### src/rtl/rcg_pkg.sv
package rcg_pkg;
  localparam int ADDR_W = 3;

  typedef enum logic [ADDR_W-1:0] {
    ADDR_CMD = 3'd0,
    ADDR_CFG = 3'd1,
    ADDR_M   = 3'd2,
    ADDR_N   = 3'd3,
    ADDR_D   = 3'd4
  } regAddr_e;

  // configuration word layout
  localparam int CFG_W    = 14;
  localparam int DIV_LSB  = 0;
  localparam int DIV_W    = 5;
  localparam int SEL_LSB  = 8;
  localparam int SEL_W    = 3;
  localparam int MODE_LSB = 12;
  localparam int MODE_W   = 2;
  localparam logic [MODE_W-1:0] MODE_COUNTER = 2'd2;

  // strobes from control to datapath
  typedef struct packed {
    logic commit;
  } ctrlStrobe_t;
endpackage

### src/rtl/rcg_ctrl.sv
module rcg_ctrl
  import rcg_pkg::*;
#(
  parameter int CNT_W  = 16,
  parameter int DATA_W = 32
) (
  input  logic                 clk,
  input  logic                 rst,
  input  logic [ADDR_W-1:0]    regAddr,
  input  logic                 regWe,
  input  logic [DATA_W-1:0]    regWdata,
  output logic [DATA_W-1:0]    regRdata,
  input  logic                 termCount,
  output ctrlStrobe_t          strobe,
  output logic [DIV_W-1:0]     stageDiv,
  output logic [SEL_W-1:0]     stageSel,
  output logic [MODE_W-1:0]    stageMode,
  output logic [CNT_W-1:0]     stageM,
  output logic [CNT_W-1:0]     stageN
);
  logic [CFG_W-1:0] shadowCfg;
  logic [CNT_W-1:0] shadowM, shadowN, shadowD;
  logic             pending;
  logic             cmdSet;

  assign cmdSet = regWe && (regAddr == ADDR_CMD) && regWdata[0];
  assign strobe.commit = pending && termCount;

  always_ff @(posedge clk) begin
    if (rst) begin
      shadowCfg <= '0;
      shadowM   <= '0;
      shadowN   <= '0;
      shadowD   <= '0;
    end else if (regWe) begin
      case (regAddr)
        ADDR_CFG: shadowCfg <= regWdata[CFG_W-1:0];
        ADDR_M:   shadowM   <= regWdata[CNT_W-1:0];
        ADDR_N:   shadowN   <= regWdata[CNT_W-1:0];
        ADDR_D:   shadowD   <= regWdata[CNT_W-1:0];
        default:  ;
      endcase
    end
  end

  // a new request beats a coincident commit
  always_ff @(posedge clk) begin
    if (rst)                pending <= 1'b0;
    else if (cmdSet)        pending <= 1'b1;
    else if (strobe.commit) pending <= 1'b0;
  end

  always_comb begin
    regRdata = '0;
    case (regAddr)
      ADDR_CMD: regRdata[0]           = pending;
      ADDR_CFG: regRdata[CFG_W-1:0]   = shadowCfg;
      ADDR_M:   regRdata[CNT_W-1:0]   = shadowM;
      ADDR_N:   regRdata[CNT_W-1:0]   = shadowN;
      ADDR_D:   regRdata[CNT_W-1:0]   = shadowD;
      default:  regRdata = '0;
    endcase
  end

  assign stageDiv  = shadowCfg[DIV_LSB +: DIV_W];
  assign stageSel  = shadowCfg[SEL_LSB +: SEL_W];
  assign stageMode = shadowCfg[MODE_LSB +: MODE_W];
  assign stageM    = shadowM;
  assign stageN    = shadowN;

  // a commit without a coincident request leaves nothing pending
  assert_commit_clears_R9: assert property (@(posedge clk) disable iff (rst)
    (strobe.commit && !cmdSet) |=> !pending);

  // pending only rises after a request write
  assert_pending_needs_request_R8: assert property (@(posedge clk) disable iff (rst)
    $rose(pending) |-> $past(cmdSet));

  // reset leaves no update pending
  assert_reset_clears_R2: assert property (@(posedge clk)
    rst |=> !pending);
endmodule

### src/rtl/rcg_datapath.sv
module rcg_datapath
  import rcg_pkg::*;
#(
  parameter int NUM_SRC = 4,
  parameter int CNT_W   = 16
) (
  input  logic               clk,
  input  logic               rst,
  input  logic [NUM_SRC-1:0] srcEn,
  input  ctrlStrobe_t        strobe,
  input  logic [DIV_W-1:0]   stageDiv,
  input  logic [SEL_W-1:0]   stageSel,
  input  logic [MODE_W-1:0]  stageMode,
  input  logic [CNT_W-1:0]   stageM,
  input  logic [CNT_W-1:0]   stageN,
  output logic               termCount,
  output logic               clkEnOut
);
  localparam int SEL_SPAN = 1 << SEL_W;

  logic [DIV_W-1:0]    liveDiv;
  logic [SEL_W-1:0]    liveSel;
  logic [MODE_W-1:0]   liveMode;
  logic [CNT_W-1:0]    liveM, liveN;
  logic [SEL_SPAN-1:0] srcPad;
  logic                selEn;
  logic [DIV_W:0]      ratioWide;
  logic [DIV_W-1:0]    ratioM1;
  logic [DIV_W-1:0]    divCnt;
  logic                mnActive;
  logic [CNT_W-1:0]    effN, acc;
  logic [CNT_W:0]      sum;
  logic                wrap;

  // live copy, loaded only on commit
  always_ff @(posedge clk) begin
    if (rst) begin
      liveDiv  <= '0;
      liveSel  <= '0;
      liveMode <= '0;
      liveM    <= '0;
      liveN    <= '0;
    end else if (strobe.commit) begin
      liveDiv  <= stageDiv;
      liveSel  <= stageSel;
      liveMode <= stageMode;
      liveM    <= stageM;
      liveN    <= stageN;
    end
  end

  // source select: pad to the full select range, missing sources read low
  generate
    if (NUM_SRC < SEL_SPAN) begin : gPad
      assign srcPad = {{(SEL_SPAN-NUM_SRC){1'b0}}, srcEn};
    end else begin : gFull
      assign srcPad = srcEn[SEL_SPAN-1:0];
    end
  endgenerate
  assign selEn = srcPad[liveSel];

  // pre-divider: ratio (f+1)/2, f==0 is bypass
  assign ratioWide = ({1'b0, liveDiv} + 1'b1) >> 1;
  assign ratioM1   = (liveDiv == '0) ? '0 : (ratioWide[DIV_W-1:0] - 1'b1);
  assign termCount = selEn && (divCnt == ratioM1);

  always_ff @(posedge clk) begin
    if (rst || strobe.commit) divCnt <= '0;
    else if (selEn)           divCnt <= termCount ? '0 : divCnt + 1'b1;
  end

  // M/N accumulator
  assign mnActive = (liveN != '0) && (liveMode == MODE_COUNTER);
  assign effN     = ~liveN + liveM;
  assign sum      = {1'b0, acc} + {1'b0, liveM};
  assign wrap     = (sum >= {1'b0, effN});

  always_ff @(posedge clk) begin
    if (rst || strobe.commit)      acc <= '0;
    else if (termCount && mnActive) begin
      if (wrap) acc <= CNT_W'(sum - {1'b0, effN});
      else      acc <= sum[CNT_W-1:0];
    end
  end

  always_ff @(posedge clk) begin
    if (rst) clkEnOut <= 1'b0;
    else     clkEnOut <= termCount && (!mnActive || wrap);
  end

  // every output pulse follows a selected tick
  assert_out_follows_tick_R11: assert property (@(posedge clk) disable iff (rst)
    clkEnOut |-> $past(selEn));

  // no back-to-back pulses when dividing
  assert_no_back_to_back_R11: assert property (@(posedge clk) disable iff (rst)
    (clkEnOut && (ratioM1 != '0)) |=> !clkEnOut);

  // accumulator stays below the effective N
  assert_acc_bounded_R5: assert property (@(posedge clk) disable iff (rst)
    (mnActive && (effN != '0)) |-> (acc < effN));

  // counter restarts after a commit
  assert_restart_on_commit_R9: assert property (@(posedge clk) disable iff (rst)
    strobe.commit |=> (divCnt == '0) && (acc == '0));
endmodule

### src/rtl/root_clk_gen.sv
module root_clk_gen
  import rcg_pkg::*;
#(
  parameter int NUM_SRC = 4,
  parameter int CNT_W   = 16,
  parameter int DATA_W  = 32
) (
  input  logic               clk,
  input  logic               rst,
  input  logic [NUM_SRC-1:0] srcEn,
  input  logic [ADDR_W-1:0]  regAddr,
  input  logic               regWe,
  input  logic [DATA_W-1:0]  regWdata,
  output logic [DATA_W-1:0]  regRdata,
  output logic               clkEnOut
);
  ctrlStrobe_t       strobe;
  logic              termCount;
  logic [DIV_W-1:0]  stageDiv;
  logic [SEL_W-1:0]  stageSel;
  logic [MODE_W-1:0] stageMode;
  logic [CNT_W-1:0]  stageM, stageN;

  rcg_ctrl #(.CNT_W(CNT_W), .DATA_W(DATA_W)) ctrl_i (
    .clk(clk), .rst(rst),
    .regAddr(regAddr), .regWe(regWe), .regWdata(regWdata), .regRdata(regRdata),
    .termCount(termCount), .strobe(strobe),
    .stageDiv(stageDiv), .stageSel(stageSel), .stageMode(stageMode),
    .stageM(stageM), .stageN(stageN)
  );

  rcg_datapath #(.NUM_SRC(NUM_SRC), .CNT_W(CNT_W)) dp_i (
    .clk(clk), .rst(rst), .srcEn(srcEn), .strobe(strobe),
    .stageDiv(stageDiv), .stageSel(stageSel), .stageMode(stageMode),
    .stageM(stageM), .stageN(stageN),
    .termCount(termCount), .clkEnOut(clkEnOut)
  );
endmodule

### config.mk
export PLATFORM = sky130hd
export DESIGN_NAME = root_clk_gen
export DESIGN_NICKNAME = d
export VERILOG_FILES = /design/src/rtl/rcg_pkg.sv /design/src/rtl/rcg_ctrl.sv /design/src/rtl/rcg_datapath.sv /design/src/rtl/root_clk_gen.sv
export SDC_FILE = /design/constraint.sdc
export NUM_CORES = 1
export LEC_CHECK = 0
export BUFFER_PORTS_ARGS = -buffer_cell sky130_fd_sc_hd__buf_2
export CORE_ASPECT_RATIO = 0.9
export CORE_MARGIN = 8
export CORE_UTILIZATION = 39
export CTS_BUF_LIST = sky130_fd_sc_hd__clkbuf_4
export DETAILED_ROUTE_END_ITERATION = 8
export PLACE_DENSITY = 0.65
export SYNTH_ARGS = -nofsm -noshare
export SYNTH_HDL_FRONTEND = slang
export SYNTH_SLANG_ARGS = --single-unit
### constraint.sdc
create_clock -name clk -period 9.5 [get_ports clk]
set_clock_uncertainty 0.2 [all_clocks]
set_input_delay 0.475 -clock clk [delete_from_list [all_inputs] [get_ports clk]]
set_output_delay 0.475 -clock clk [all_outputs]
set_load 0.02 [all_outputs]
; ---- Word-level counts from Yosys, hierarchy flattened
; Cells that the tools add are included.
[totals]
ff_bits = 127
latchBits = 0
ram_bits = 0
mem_bits_ro = 0
input_bits = 42
output_inout_bits = 33
word_cells = 56
n_memories = 0
[op_classes]
addsub = 6
n_mul = 0
div_mod_pow = 0
order_cmp = 2
eq_ne = 6
n_shift = 0
mux = 10
n_bitwise = 1
reduce_logical = 18
[op_table]
columns = cell, count
row1 = case mux 13 bit (4 select lines), 1
row2 = adder 16 x 16 -> 17 bit, 1
row3 = greater-or-equal comparator 17 x 16 -> 1 bit, 1
row4 = adder 16 bit, 1
row5 = 2-to-1 mux 16 bit, 1
row6 = NOT 16 bit, 1
row7 = nonzero test 16 bit, 1
row8 = subtractor 16 bit, 1
row9 = 2-to-1 mux 5 bit, 2
row10 = AND reduction 2 bit, 4
row11 = logical AND 1 bit, 7
row12 = adder 5 x 1 -> 6 bit (second input constant), 1
row13 = equality test 3 x 2 -> 1 bit (second input constant), 2
row14 = case mux 2 bit (3 select lines), 1
row15 = adder 5 x 1 -> 5 bit (second input constant), 1
row16 = equality test 5 bit, 1
row17 = logical NOT 5 bit, 1
row18 = case mux 1 bit (5 select lines), 1
row19 = subtractor 5 x 1 -> 5 bit (second input constant), 1
row20 = less-than comparator 3 x 4 -> 1 bit (second input constant), 1
row21 = binary-select mux 1 bit (select 3 bit), 1
row22 = equality test 3 x 1 -> 1 bit (second input constant), 1
row23 = equality test 3 bit (second input constant), 1
row24 = logical NOT 3 bit, 1
row25 = 5 further kinds, 8

; ---- Depth between registers and ports, before layout
[logic_depth]
ltp_word = 8
ltp_mapped = 20
mapped_depth_nobuf = 19

; ---- Hierarchy
; A second synthesis with hierarchy kept.
[hier_totals]
cells_unflattened = 963
area_unflattened_um2 = 8070.2
[modules_own_cells]
columns = module, n_inst, cells_per_inst, area_per_inst_um2, seq_area_each_um2
row1 = rcg_datapath, 1, 588, 5117.4, 1281.2
row2 = rcg_ctrl, 1, 375, 2952.8, 1261.2

; ---- Least setup slack after synthesis
; Ideal clock, no wire load.
[synth_path]
kind = reg-to-reg
from = register dp_i.liveN[1]
to = register dp_i.acc[7]
setup_time_ns = 0.136
arrival_ns = 4.039
t_required_ns = 9.164
path_slack_ns = 5.125
stages_incl_launch_ff = 19
path_buffers = 1
period_less_slack_ns = 4.375
cell_sequence = dfxtp_1 inv_1 ha_1 a211oi_1 o21ai_0 a211oi_1 nor3_1 a2111oi_0 a21oi_1 xnor2_1 ha_1 nand4_1 nor4_1 a311oi_1 nand2_1 a41oi_1 o21a_2 buf_4 o311ai_2
[synth_via]
elab_chain_len = 4
elab_cells_between_ends = 8
cone_classes = 2 x add/sub / 1 x order compare / 1 x mux / 1 x bitwise / 3 x reduce/logical
[synth_rtl]
columns = element, line_no
row1 = "start, declared", rcg_datapath.sv:24  ; logic [CNT_W-1:0] liveM, liveN;
row2 = "start signal, assigned", rcg_datapath.sv:48  ; liveN <= stageN;
row3 = NOT 16 bit, rcg_datapath.sv:74  ; assign effN = ~liveN + liveM;
row4 = adder 16 bit, rcg_datapath.sv:74
row5 = subtractor 16 bit / greater-or-equal comparator 17 x 16 -> 1 bit (equally long branches), "rcg_datapath.sv:81, rcg_datapath.sv:76"
row6 = 2-to-1 mux 16 bit, rcg_datapath.sv:81  ; if (wrap) acc <= CNT_W'(sum - {1'b0, effN});
row7 = "end signal, assigned", rcg_datapath.sv:81
row8 = "end signal, assigned", rcg_datapath.sv:82  ; else acc <= sum[CNT_W-1:0];
row9 = "end, declared", rcg_datapath.sv:31  ; logic [CNT_W-1:0] effN, acc;
; Several ways; a longest one is shown, not always the timed one.
; A chain may end at the register's enable or synchronous reset.

; ---- Worst setup path in the final report
[layout_path]
from = register dp_i.liveN[1]
to = register dp_i.clkEnOut
[layout_via]
elab_chain_len = 5
elab_cells_between_ends = 8
cone_classes = 1 x add/sub / 1 x order compare / 1 x bitwise / 5 x reduce/logical
[layout_rtl]
columns = element, line_no
row1 = NOT 16 bit / nonzero test 16 bit (equally long branches), "rcg_datapath.sv:74, rcg_datapath.sv:73"
row2 = adder 16 bit / logical AND 1 bit (equally long branches), "rcg_datapath.sv:74, rcg_datapath.sv:73"
row3 = greater-or-equal comparator 17 x 16 -> 1 bit / logical NOT 1 bit (equally long branches), "rcg_datapath.sv:76, rcg_datapath.sv:88"
row4 = logical OR 1 bit *, rcg_datapath.sv:88  ; else clkEnOut <= termCount && (!mnActive || wrap);
row5 = logical AND 1 bit *, rcg_datapath.sv:88
row6 = "end signal, assigned", rcg_datapath.sv:88
row7 = "end, declared", rcg_datapath.sv:17  ; output logic clkEnOut
; Every way passes the cells marked *; elsewhere a longest branch is shown, timed or not.

==> results.yml <==
pwr:
  switching_share: 0.283
  leakage_nw: 3.30
  power_frac_seq: 0.518
  irDropWorstVdd_mv: 0.0811
  cellPowerDensity_nw_per_um2: 119
  finalPower_mw: 1.05
  p_int_mw: 0.754
  p_clk_frac: 0.415
  p_sw_mw: 0.298
  p_comb_frac: 0.068
yosys:
  synth_flop_cell: "dfxtp_1"
  synth_compound_area_frac: 0.216
  yosys-mux-area-fraction: 0.0724
  yosys.area_share.simple: 0.203
  yosysWarnings: 0
  ys_types: 75
  ys_ff_latch: 127
  synth_edf_count: 0
  synth_top_family_by_area: "compound AO/OA/AOI/OAI gates"
  async_reset_ff_frac: 0
  synth_adder_area_share: 0.0867
  netlist_instances: 973
  ys_seq_area_frac: 0.316
  synth_xor_area_frac: 0.0463
  netlist_area_um2: 8050
  avgSynthCellArea_um2: 8.27
worst_setup_path:
  cp_slowest_cell: "a2111oi_0"
  crit_path_max_fanout: 16
  required_ps: 9740
  startpoint_type: "flip-flop"
  crit_type: "flip-flop to flip-flop"
  r2r_setup_slack_ps: 4260
  slowest_delay_ps: 720
  worstPathCellList: "inv_1, ha_1, a211oi_1, o21ai_0, a211oi_1, nor3_1, a2111oi_0, a21oi_1, xnor2_1, ha_1, nand4_1, nor4_1, a311oi_1, nand2_1, a41oi_1, buf_4, o21a_2, a2111oi_0"
  crit_path_end_kind: "flip-flop"
  worstPathArrival_ps: 5490
finish:
  drive_gt1_frac: 0.110
  n_fill_cell: 2049
  register_area_um2: 2540
  layoutNonFillerInstCount: 1282
  nNetsFinal: 1104
  areaGrowthSynthToFinish_pct: 9.84
  multi_input_area_um2: 5090
clock_tree:
  cts_made_buffers: 17
  clockBufferDepth: 2
  cts_resized: 0
  clockRootBuffer: "clkbuf_4"
  cts_setup_buffers: 0
  cts_tree: "yes"
  hold_buffers: 16
  cts.clk_slew.worst_paths_ps: 130
  clock_latency_ps: 560
  htreeDepth: 4
  cts_sinks: 127
timing:
  finalSetupTns_ps: 0
  min_period_over_period: 0.552
  hold_violations: 0
  maxSlewViolCount: 0
  min_period_ps: 5240
  max_slew_margin: 0.172
  rsz0062_at_grt: "no"
  fmax_ghz: 0.191
  finalSetupViolCount: 0
  tightest_slew_ps: 1240
route:
  firstDrtPassIters: 5
  wire_per_inst_um: 16.6
  via_per_inst: 5.50
  drc: 0
  routed_wl_um: 21300
  vias: 7057
  drt_first_iter_violations: 450
  drtAntennaViolNets: 0
place:
  dpl.hpwl_um: 15500
  io_buffers: 42
  gp_congestion: 0.829
  placedCellCount: 1233
floorplanning:
  ios: 75
  core_um2: 20500
  die_area_um2: 25500
  die_y_um: 152
  die_w_um: 167
  rows: 50
  initial_core_util: 0.392
global_route:
  grt_first_pass_wirelength_um: 34800
  antenna_found_initial: 1
  grt_pass1_vias: 6641
  overflow: 0
  grt_usage: 0.167
  grt_max_degree: 62
outcome:
  status: "finished clean"
min_path:
  min_path_type: "primary input to flip-flop"
run:
  cap_violations: 0
-- registers in the layout (all words and copies together), names as in the netlist --
name / flops
ctrl_i.shadowD: 16
ctrl_i.stageM: 16
dp_i.liveMode: 2
dp_i.liveN: 16
ctrl_i.shadowCfg: 14
ctrl_i.stageN: 16
dp_i.acc: 16
dp_i.clkEnOut: 1
dp_i.liveSel: 3
dp_i.liveDiv: 5
dp_i.liveM: 16
dp_i.divCnt: 5
ctrl_i.pending: 1
-- worst paths after layout --
check	depth (start not counted)	startpoint	to
worst min-delay path	4	regAddr[2]	ctrl_i.pending
worst max register to register	18	dp_i.liveN[1]	dp_i.clkEnOut
worst max-delay path	18	dp_i.liveN[1]	dp_i.clkEnOut
worst min register to register	2	ctrl_i.shadowCfg[6]	ctrl_i.shadowCfg[6]
-- cells by family (layout without fill, tap and decap cells) --
group | Yosys count | in the layout
flip-flops | 127 | 127
buffers and inverters | 100 | 133
multiplexers | 57 | 57
XOR/XNOR | 41 | 41
AO/OA/AOI/OAI | 246 | 246
other | 1 | 17
AND/OR/NAND/NOR | 347 | 347
adder cells (fa/ha/maj) | 54 | 54
-- layer usage --
metal  share of wire  wire [um]  vias to the layer above  track usage
met1            0.47      10100                     3315        0.223
met2            0.47       9960                      165        0.272
met3           0.049       1040                       18       0.0275
met5               0          0                        -            0
met4           0.012        248                        0       0.0480
li1                -          -                     3559            -
-- metrics by stage --
stage               utilization  setup slack (ps)  cell area, um^2  hold slack (ps)
finish                    0.431              4260             8840              163
global route              0.431              3740             8840              155
CTS                       0.431              4210             8840              129
detailed placement        0.407              4250             8350              248
global placement          0.407              4370             8350              242
floorplan                     -              5130             8110              232
-- layout by cell type, fill, tap and decap left out, drive strengths merged, types with 7 or more instances in the layout --
| cell type | count |
|---|---|
| o2111ai | 18 |
| a211oi | 12 |
| clkbuf | 17 |
| nand2b | 10 |
| o311ai | 15 |
| xnor2 | 18 |
| nor2 | 75 |
| conb | 16 |
| buf | 48 |
| nor4 | 9 |
| and3 | 9 |
| a22oi | 16 |
| o22ai | 14 |
| dlygate4sd3 | 16 |
| nor2b | 12 |
| dfxtp | 127 |
| ha | 51 |
| a21o | 7 |
| mux2i | 56 |
| nor3 | 16 |
| nand3 | 16 |
| nand2 | 167 |
| a21oi | 100 |
| xor2 | 22 |
| inv | 45 |
| o21ai | 20 |
-- final cells by class --
cell class                 count  share of cell area
inverter                      37              0.0157
clock buffer                  17              0.0144
timing repair buffer          64              0.0473
antenna                        1            0.000283
sequential                   127               0.287
tap                          260              0.0368
multi-input combinational    761               0.575
clock inverter                15              0.0226
-- worst max-delay path: cells and delay by family, from the launching register on --
family | cells | cell delay (ps)
AND/OR/NAND/NOR | 4 | 630
buffers and inverters | 2 | 290
XOR/XNOR | 1 | 190
AO/OA/AOI/OAI | 9 | 2720
adder cells (fa/ha/maj) | 2 | 640
flip-flops | 1 | 450
-- power groups by stage --
| stage | combinational, mW | sequential, mW | clock, mW |
|---|---|---|---|
| final | 0.0711 | 0.544 | 0.436 |
| after global routing | 0.0770 | 0.546 | 0.467 |
| after CTS | 0.0704 | 0.544 | 0.442 |
| after detailed placement | 0.0651 | 0.556 | 0 |
| after global placement | 0.0644 | 0.556 | 0 |
| after floorplan | 0.0480 | 0.555 | 0 |
-- Yosys cell counts (all sizes together) (3+ instances only) --
library cell  number  area share
nor3b              3      0.0034
dfxtp            127        0.32
o22ai             14       0.011
a41oi              3      0.0033
o2111ai           18       0.020
inv               37       0.017
o311ai            15       0.026
and3               9      0.0070
nand4              6      0.0047
nand2b            10      0.0078
xnor2             18       0.020
a22oi             16       0.015
a31oi              4      0.0031
nor3              16       0.013
o31ai              5      0.0047
nand2            167       0.078
nor4               9      0.0089
or3                6      0.0047
nor2b             12      0.0093
a2111oi            3      0.0056
nor2              75       0.035
o21a               6      0.0058
o21ai             20       0.012
clkbuf            33       0.015
mux2i             56       0.070
xor2              22       0.024
buf               30       0.027
o21bai             4      0.0037
a21oi            100       0.062
and2               6      0.0047
a211oi            12       0.012
fa                 3      0.0075
nand3             16      0.0099
a21o               7      0.0065
ha                51       0.079
Power figures use the tool's default switching activity.
